File: config.mk
export PLATFORM = sky130hd
export DESIGN_NAME = wkup_timer
export DESIGN_NICKNAME = d
export VERILOG_FILES = /design/src/rtl/wkup_pkg.sv /design/src/rtl/wkup_handshake.sv /design/src/rtl/wkup_presc.sv /design/src/rtl/wkup_cnt.sv /design/src/rtl/wkup_timer.sv
export SDC_FILE = /design/constraint.sdc
export NUM_CORES = 1
export LEC_CHECK = 0
export BUFFER_PORTS_ARGS = -buffer_cell sky130_fd_sc_hd__buf_2
export CAP_MARGIN = 20
export CORE_ASPECT_RATIO = 1.5
export CORE_MARGIN = 4
export CORE_UTILIZATION = 45
export CTS_CLUSTER_DIAMETER = 50
export DETAILED_ROUTE_END_ITERATION = 8
export GPL_TIMING_DRIVEN = 0
export PLACE_DENSITY = 0.67
export SLEW_MARGIN = 20
export SYNTH_ARGS = -nofsm -noshare
export SYNTH_HDL_FRONTEND = slang
export SYNTH_SLANG_ARGS = --single-unit
File: constraint.sdc
create_clock -name clk -period 1.9 [get_ports clk]
set_clock_uncertainty 0.05 [all_clocks]
set_input_delay 0.095 -clock clk [delete_from_list [all_inputs] [get_ports clk]]
set_output_delay 0.095 -clock clk [all_outputs]
set_load 0.01 [all_outputs]
File: src/rtl/wkup_pkg.sv
package wkup_pkg;
  localparam int WK_RLD_W = 16;
  localparam int WK_SEL_W = 3;

  typedef logic [WK_RLD_W:0] wk_span_t;

  typedef enum logic [WK_SEL_W-1:0] {
    WK_DIV16   = 3'd0,
    WK_DIV8    = 3'd1,
    WK_DIV4    = 3'd2,
    WK_DIV2    = 3'd3,
    WK_TICK    = 3'd4,
    WK_TICK_B  = 3'd5,
    WK_TICK_X  = 3'd6,
    WK_TICK_XB = 3'd7
  } wk_src_e;

  // effective interval: select bit 1 extends the interval in tick modes
  function automatic wk_span_t wk_span(input logic [WK_SEL_W-1:0] sel,
                                       input logic [WK_RLD_W-1:0] rld);
    wk_span_t r;
    r = sel[2] ? {sel[1], rld} : {1'b0, rld};
    return r;
  endfunction

  function automatic logic wk_forbidden(input logic [WK_SEL_W-1:0] sel,
                                        input logic [WK_RLD_W-1:0] rld);
    return (sel == WK_DIV2) && (rld == '0);
  endfunction
endpackage

File: src/rtl/wkup_handshake.sv
module wkup_handshake (
  input  logic clk,
  input  logic rst_n,
  input  logic en,
  output logic active,
  output logic wr_ok
);
  always_ff @(posedge clk or negedge rst_n) begin
    if (!rst_n) begin
      active <= 1'b0;
      wr_ok  <= 1'b1;
    end else begin
      active <= en;
      wr_ok  <= ~active;
    end
  end

  AST_WROK_OPEN: assert property (@(posedge clk) disable iff (!rst_n)
    (!en && !$past(en)) |=> wr_ok);
  AST_WROK_SHUT: assert property (@(posedge clk) disable iff (!rst_n)
    (en && $past(en)) |=> !wr_ok);
endmodule

File: src/rtl/wkup_presc.sv
module wkup_presc #(
  parameter int DIV_W = 4
) (
  input  logic       clk,
  input  logic       rst_n,
  input  logic       active,
  input  logic [2:0] sel,
  input  logic       tick,
  output logic       step
);
  localparam int IW = (DIV_W > 1) ? $clog2(DIV_W) : 1;

  logic [DIV_W-1:0] div_cnt;
  logic [DIV_W-1:0] tap;
  logic [IW-1:0]    tap_idx;

  always_ff @(posedge clk or negedge rst_n) begin
    if (!rst_n)       div_cnt <= '0;
    else if (!active) div_cnt <= '0;
    else              div_cnt <= div_cnt + 1'b1;
  end

  // tap[i] strobes once every 2^(i+1) active cycles
  for (genvar i = 0; i < DIV_W; i++) begin : g_tap
    assign tap[i] = &div_cnt[i:0];
  end

  assign tap_idx = IW'(DIV_W - 1) - IW'(sel[1:0]);
  assign step    = active & (sel[2] ? tick : tap[tap_idx]);

  AST_STEP_NEEDS_RUN: assert property (@(posedge clk) disable iff (!rst_n)
    !active |-> !step);
  AST_TICK_GATE: assert property (@(posedge clk) disable iff (!rst_n)
    (sel[2] && !tick) |-> !step);
endmodule

File: src/rtl/wkup_cnt.sv
module wkup_cnt
  import wkup_pkg::*;
(
  input  logic     clk,
  input  logic     rst_n,
  input  logic     active,
  input  logic     step,
  input  logic     forbid,
  input  wk_span_t span,
  output logic     hit
);
  wk_span_t cnt;
  logic     adv;

  assign adv = active & step & ~forbid;
  assign hit = adv & (cnt == '0);

  always_ff @(posedge clk or negedge rst_n) begin
    if (!rst_n)       cnt <= '0;
    else if (!active) cnt <= span;
    else if (adv)     cnt <= (cnt == '0) ? span : cnt - 1'b1;
  end

  AST_FORBID_HOLD: assert property (@(posedge clk) disable iff (!rst_n)
    $past(active && forbid) |-> $stable(cnt));
  AST_RELOAD_ON_HIT: assert property (@(posedge clk) disable iff (!rst_n)
    hit |=> (cnt == $past(span)));
endmodule

File: src/rtl/wkup_timer.sv
module wkup_timer
  import wkup_pkg::*;
#(
  parameter int DIV_W = 4
) (
  input  logic                clk,
  input  logic                rst_n,
  input  logic                wk_en,
  input  logic                wk_irq_en,
  input  logic [WK_SEL_W-1:0] wk_sel,
  input  logic                wk_rld_wr,
  input  logic [WK_RLD_W-1:0] wk_rld_din,
  input  logic                wk_flag_clr,
  input  logic                tick_1hz,
  output logic                wk_wr_ok,
  output logic                wk_flag,
  output logic                wk_irq
);
  logic                active;
  logic                step;
  logic                cnt_hit;
  logic                rld_take;
  logic                forbid;
  logic [WK_RLD_W-1:0] rld_q;
  wk_span_t            span;

  wkup_handshake u_hs (
    .clk    (clk),
    .rst_n  (rst_n),
    .en     (wk_en),
    .active (active),
    .wr_ok  (wk_wr_ok)
  );

  wkup_presc #(.DIV_W(DIV_W)) u_presc (
    .clk    (clk),
    .rst_n  (rst_n),
    .active (active),
    .sel    (wk_sel),
    .tick   (tick_1hz),
    .step   (step)
  );

  assign span   = wk_span(wk_sel, rld_q);
  assign forbid = wk_forbidden(wk_sel, rld_q);

  wkup_cnt u_cnt (
    .clk    (clk),
    .rst_n  (rst_n),
    .active (active),
    .step   (step),
    .forbid (forbid),
    .span   (span),
    .hit    (cnt_hit)
  );

  assign rld_take = wk_rld_wr & ~wk_en & wk_wr_ok;

  always_ff @(posedge clk or negedge rst_n) begin
    if (!rst_n)        rld_q <= '0;
    else if (rld_take) rld_q <= wk_rld_din;
  end

  always_ff @(posedge clk or negedge rst_n) begin
    if (!rst_n)           wk_flag <= 1'b0;
    else if (cnt_hit)     wk_flag <= 1'b1;
    else if (wk_flag_clr) wk_flag <= 1'b0;
  end

  assign wk_irq = wk_flag & wk_irq_en;

  AST_RLD_LOCKED: assert property (@(posedge clk) disable iff (!rst_n)
    wk_en |=> $stable(rld_q));
  AST_FLAG_STICKY: assert property (@(posedge clk) disable iff (!rst_n)
    (wk_flag && !wk_flag_clr) |=> wk_flag);
  AST_SET_WINS: assert property (@(posedge clk) disable iff (!rst_n)
    cnt_hit |=> wk_flag);
  AST_FLAG_SOURCE: assert property (@(posedge clk) disable iff (!rst_n)
    $rose(wk_flag) |-> $past(cnt_hit));
  AST_IRQ_QUIET: assert property (@(posedge clk) disable iff (!rst_n)
    !wk_flag |-> !wk_irq);
endmodule

---- Word-level counts from Yosys, hierarchy flattened ----
Cells that the tools add are included.
word-level totals
  flip-flop bits (word level) ............. 40
  output and inout port bits .............. 3
  logic and storage cells ................. 39
operators by class
  add/sub/neg operators ................... 3
  $lt $le $gt $ge ......................... 1
  equality and inequality tests ........... 2
  multiplexer cells ....................... 10
  bitwise logic cells ..................... 10
  reduce and logical (&&, ||, !) cells .... 7
operators with widths
  operator                                                     count
  2-to-1 mux 17 bit                                            4
  zero test 17 bit                                             1
  subtractor 17 x 1 -> 17 bit (second input constant)          1
  zero test 16 bit                                             1
  AND 1 bit                                                    7
  adder 4 x 1 -> 4 bit (second input constant)                 1
  2-to-1 mux 1 bit                                             4
  2-to-1 mux 4 bit                                             1
  AND reduction 4 bit                                          1
  equality test 3 x 2 -> 1 bit (second input constant)         1
  less-than comparator 2 x 3 -> 1 bit (second input constant)  1
  NOT 1 bit                                                    3
  AND reduction 3 bit                                          1
  binary-select mux 1 bit (select 2 bit)                       1
  inequality test 2 x 1 -> 1 bit (second input constant)       1
  AND reduction 2 bit                                          1
  nonzero test 2 bit                                           1
  subtractor 2 bit (first input constant)                      1
  logical AND 1 bit                                            1

---- Logic depth before layout (Yosys ltp) ----
  depth after elaboration ................. 9
  mapped depth ............................ 9

---- Modules after synthesis ----
From an unflattened synthesis, not the netlist that was laid out.
second synthesis, totals
  cells, all modules ...................... 202
  area, all modules ....................... 2218.4 um^2
modules (own cells, without submodules)
  module          times used  cells an instance  area an instance (um^2)  sequential area each (um^2)
  wkup_cnt        1           136                1212.4                   425.4
  wkup_timer      1           45                 739.5                    425.4
  wkup_presc      1           18                 211.5                    100.1
  wkup_handshake  1           3                  55.1                     51.3

---- Worst setup path after synthesis ----
No wires, ideal clock.
  path type ............................... reg-to-reg
  from .................................... reg u_presc.div_cnt[0]
  to ...................................... reg u_cnt.cnt[0]
  library setup time ...................... 0.131 ns
  arrival time ............................ 1.881 ns
  path slack .............................. -0.163 ns
  cell stages (with the launch flop) ...... 8
  clock period less this slack ............ 2.063 ns
  path through ............................ dfrtp_1 -> ha_1 -> ha_1 -> mux2_1 -> a221oi_1 -> a311o_2 -> o221ai_1 -> or3_1
on the way
  word-level cells in the longest chain between the ends .. 8
  elaborated cells between the ends (all ways) .. 10
RTL lines
  element                                            line              RTL
  from (decl)                                        wkup_presc.sv:13  logic [DIV_W-1:0] div_cnt;
  from (signal assigned)                             wkup_presc.sv:20  else div_cnt <= div_cnt + 1'b1;
  AND reduction 4 bit, or another cell as far along  wkup_presc.sv:25  assign tap[i] = &div_cnt[i:0];
  binary-select mux 1 bit (select 2 bit) (*)         wkup_presc.sv:29  assign step = active & (sel[2] ? tick : tap[tap_idx]);
  2-to-1 mux 1 bit (implied by the code) (*)         wkup_presc.sv:29
  2-to-1 mux 1 bit (*)                               wkup_presc.sv:29
  AND 1 bit (*)                                      wkup_presc.sv:29
  AND 1 bit (*) (2 in series)                        wkup_cnt.sv:15    assign adv = active & step & ~forbid;
  inequality test 2 x 1 -> 1 bit (no line) (*)       --
  to (signal assigned)                               wkup_cnt.sv:20    else if (!active) cnt <= span;
  to (signal assigned)                               wkup_cnt.sv:21    else if (adv) cnt <= (cnt == '0) ? span : cnt - 1'b1;
  to (decl)                                          wkup_cnt.sv:12    wk_span_t cnt;
Mark *: on every way between the ends. The rest lies on a longest branch, timed or not. The select of a mux whose other input is x is not followed.
A chain may end at the register's enable or synchronous reset.

---- Worst setup path in the final report ----
  from .................................... reg u_presc.div_cnt[0]
  to ...................................... reg u_cnt.cnt[2]
Same word-level chain as after synthesis.

==> impl_metrics.tcl <==
set metrics [dict create \
    status "finished, violations left" \
    violations "setup timing" \
    gr-total-overflow 0 \
    critical_path.slowest_cell "dfrtp_1" \
    drt_iter0_markers 115 \
    drc_errors 0 \
    path_cells "ha_4 -> ha_4 -> mux2_4 -> a221oi_4 -> a311o_2 -> buf_8 -> nor3_1 -> a311oi_2" \
    wire_per_inst_um 19.2 \
    synthArstFlopShare 1.00 \
    crit_fanout 5 \
    fillers 396 \
    clk_path_buf_depth 2 \
    crit_family "compound AO/OA/AOI/OAI gates" \
    min_path_type "in2reg" \
    finalPower_mw 2.92 \
    powerDensity_nw_per_um2 914 \
    layout.cells.non_filler 345 \
    avgSynthCellArea_um2 10.8 \
    numCtsBuffers 5 \
    syn_nets 245 \
    ys_types 56 \
    ir_drop_v 0.000582 \
    core_area_um2 4930 \
    cts_tree "yes" \
    vias 2108 \
    drt_first_pass_iters 4 \
    dieArea_um2 6400 \
    start_util 0.472 \
    vias_per_cell 6.11 \
    final_nets 308 \
    ios 29 \
    synth-warning-count 0 \
    final-max-slew-violation-count 0 \
    clk_pin_slew_worst_paths_ps 80 \
    diodes 0 \
    antenna_found_initial 0 \
    max_stage_delay_ps 420 \
    io_buffers 28 \
    placed_cells 309 \
    crit_buf_inv 1 \
    synth_edf_count 0 \
    cp_common_cell "ha_4" \
    final.setup.worst_slack_ps -288 \
    fp.dieW_um 66.7 \
    synthCells 215 \
    worstMarginPinSlew_ps 896 \
    cp-end-kind "flip-flop" \
    fmax_mhz 457 \
    p_leak_nw 1.33 \
    clock-sinks 40 \
    syn_to_final_growth_pct 37.3 \
    clk_latency_ps 290 \
    fin_crit_ps 2190 \
    startpoint_type "flip-flop" \
    dp_hpwl_um 4240 \
    rsz0062_at_grt "yes" \
    worst_ep_required_time_ps 2040 \
    setup_viol 18 \
    criticalPathCategory "reg2reg" \
    grt_pass1_vias 2085 \
    root_buffer "clkbuf_8" \
    final_util 0.648 \
    htree_levels 2 \
    finalHoldViolations 0 \
    max-cap-violations 0 \
    ys.flop_type "dfrtp_1" \
    postRouteAntennaNets 0 \
    grt_max_degree 41 \
    setup_tns_ps -4320 \
    num_rows 31 \
    gr-usage-all-layers 0.215 \
    timing.hold.ws_ps 231 \
    drive_above_1_share 0.391 \
    relSlewSlack 0.403 \
    min_period_over_period 1.15 \
    routed_wirelength_um 6640 \
    critPathArrivalTime_ps 2330 \
    place_congestion 0.829 \
    grt_first_pass_wirelength_um 10300 \
    die_y_um 96.0 \
    ys_ff_latch 40 \
    seq_area_frac_synth 0.431 \
    syn_area_um2 2320 \
]
## registers in the layout, indices dropped and copies added (netlist names)
register,count
u_hs.active,1
u_hs.wr_ok,1
wk_flag,1
rld_q,16
u_cnt.cnt,17
u_presc.div_cnt,4
## area by class of cell
class                           count  area [um2]  share of cell area
Multi-Input combinational cell    153        1340               0.421
Sequential cell                    40        1010               0.315
Timing Repair Buffer               55         447               0.140
Buffer                             14         146              0.0459
Tap cell                           66        82.6              0.0259
Clock buffer                        6        72.6              0.0227
Clock inverter                      2        60.1              0.0188
Inverter                            9        33.8              0.0106
## worst register-to-register path, stage by stage, from the launching register on
cell      delay [ps]
dfrtp_1          420
ha_4             180
ha_4             140
mux2_4           280
a221oi_4         260
a311o_2          260
buf_8            150
nor3_1            60
a311oi_2         280
## stage by stage
step	setup WS, ps	cell area, um2
finish	-288	3190
global route	-355	3190
detailed placement	-351	2620
CTS	-259	3020
floorplan	-76.7	2400
global placement	-340	2620
## cells in the final DEF, fill, tap and decap left out, types with 4 or more instances in the layout
master / instances
o22a_1: 5
mux2_2: 16
inv_1: 8
o211ai_1: 4
nor2_1: 11
dlygate4sd3_1: 19
nand3_1: 13
nand2_1: 10
dfrtp_1: 36
nor4_1: 6
and3_1: 4
clkbuf_8: 6
buf_6: 7
mux2i_1: 5
a21oi_1: 5
buf_4: 5
buf_2: 28
## logic make-up (layout without fill, tap and decap cells)
group           Yosys count  after routing  synth area share
xor+xnor                  1              1           0.00377
fa+ha+maj                 4              4            0.0215
mux                      22             22             0.104
buf+inv                  23             86            0.0679
compound gates           45             46             0.157
simple gates             80             80             0.215
flops                    40             40             0.431
## worst paths after layout
| path | cells past startpoint | start | slack [ps] | to |
|---|---|---|---|---|
| hold / removal | 3 | wk_sel[1] | 230 | u_cnt.cnt[16] |
| hold reg to reg | 1 | u_cnt.cnt[16] | 510 | u_cnt.cnt[16] |
| setup reg to reg | 8 | u_presc.div_cnt[0] | -290 | u_cnt.cnt[2] |
| max in group asynchronous | 2 | rst_n | 770 | u_cnt.cnt[0] |
| setup / recovery | 8 | u_presc.div_cnt[0] | -290 | u_cnt.cnt[2] |
| min in group asynchronous | 2 | rst_n | 420 | u_cnt.cnt[6] |
## metal layers
metal	vias up	GRT usage	part of all wire	wire length (um)
met5	-	0	0	0
met3	12	0.0350	0.046	302
li1	954	-	-	-
met4	0	0.0695	0.018	120
met1	1057	0.257	0.39	2590
met2	85	0.386	0.55	3620
## report_power, final
part	total (mW)	internal [mW]	leakage, nW	switching [mW]
clock network	0.828	0.525	0.0654	0.303
logic	0.819	0.427	0.789	0.393
registers	1.27	1.02	0.477	0.246
total	2.92	1.98	1.33	0.942
## synth_stat cells, drive strengths merged, types with 2 or more instances
master / n / share of area
o22a: 5 / 0.019
nor4b: 4 / 0.015
a41oi: 2 / 0.0075
a21boi: 2 / 0.0065
dfrtp: 39 / 0.42
nor2: 11 / 0.018
mux2: 17 / 0.082
nand3: 13 / 0.028
o31ai: 2 / 0.0065
inv: 8 / 0.013
nor3: 6 / 0.015
a2bb2oi: 3 / 0.014
a31oi: 3 / 0.0081
nor2b: 2 / 0.0054
o221ai: 4 / 0.015
mux2i: 5 / 0.022
buf: 10 / 0.047
and2: 5 / 0.016
clkbuf: 4 / 0.0065
or4: 4 / 0.016
nor3b: 3 / 0.0097
nand4: 4 / 0.013
ha: 4 / 0.022
a21oi: 6 / 0.013
and3: 5 / 0.014
a22oi: 4 / 0.015
nor4: 9 / 0.036
o32a: 2 / 0.0086
nand2: 10 / 0.016
o211ai: 4 / 0.013
## timing repair
action / 4_1_cts / 5_1_grt
cloned: 0 / 4
hold buffers: 19 / 0
endpoints found under the hold margin: 57 / 0
setup buffers: 5 / 0
pin swaps: 1 / 7
gates resized for setup: 9 / 16
setup endpoints to repair: 18 / 28
(Power assumes the default switching activity.)
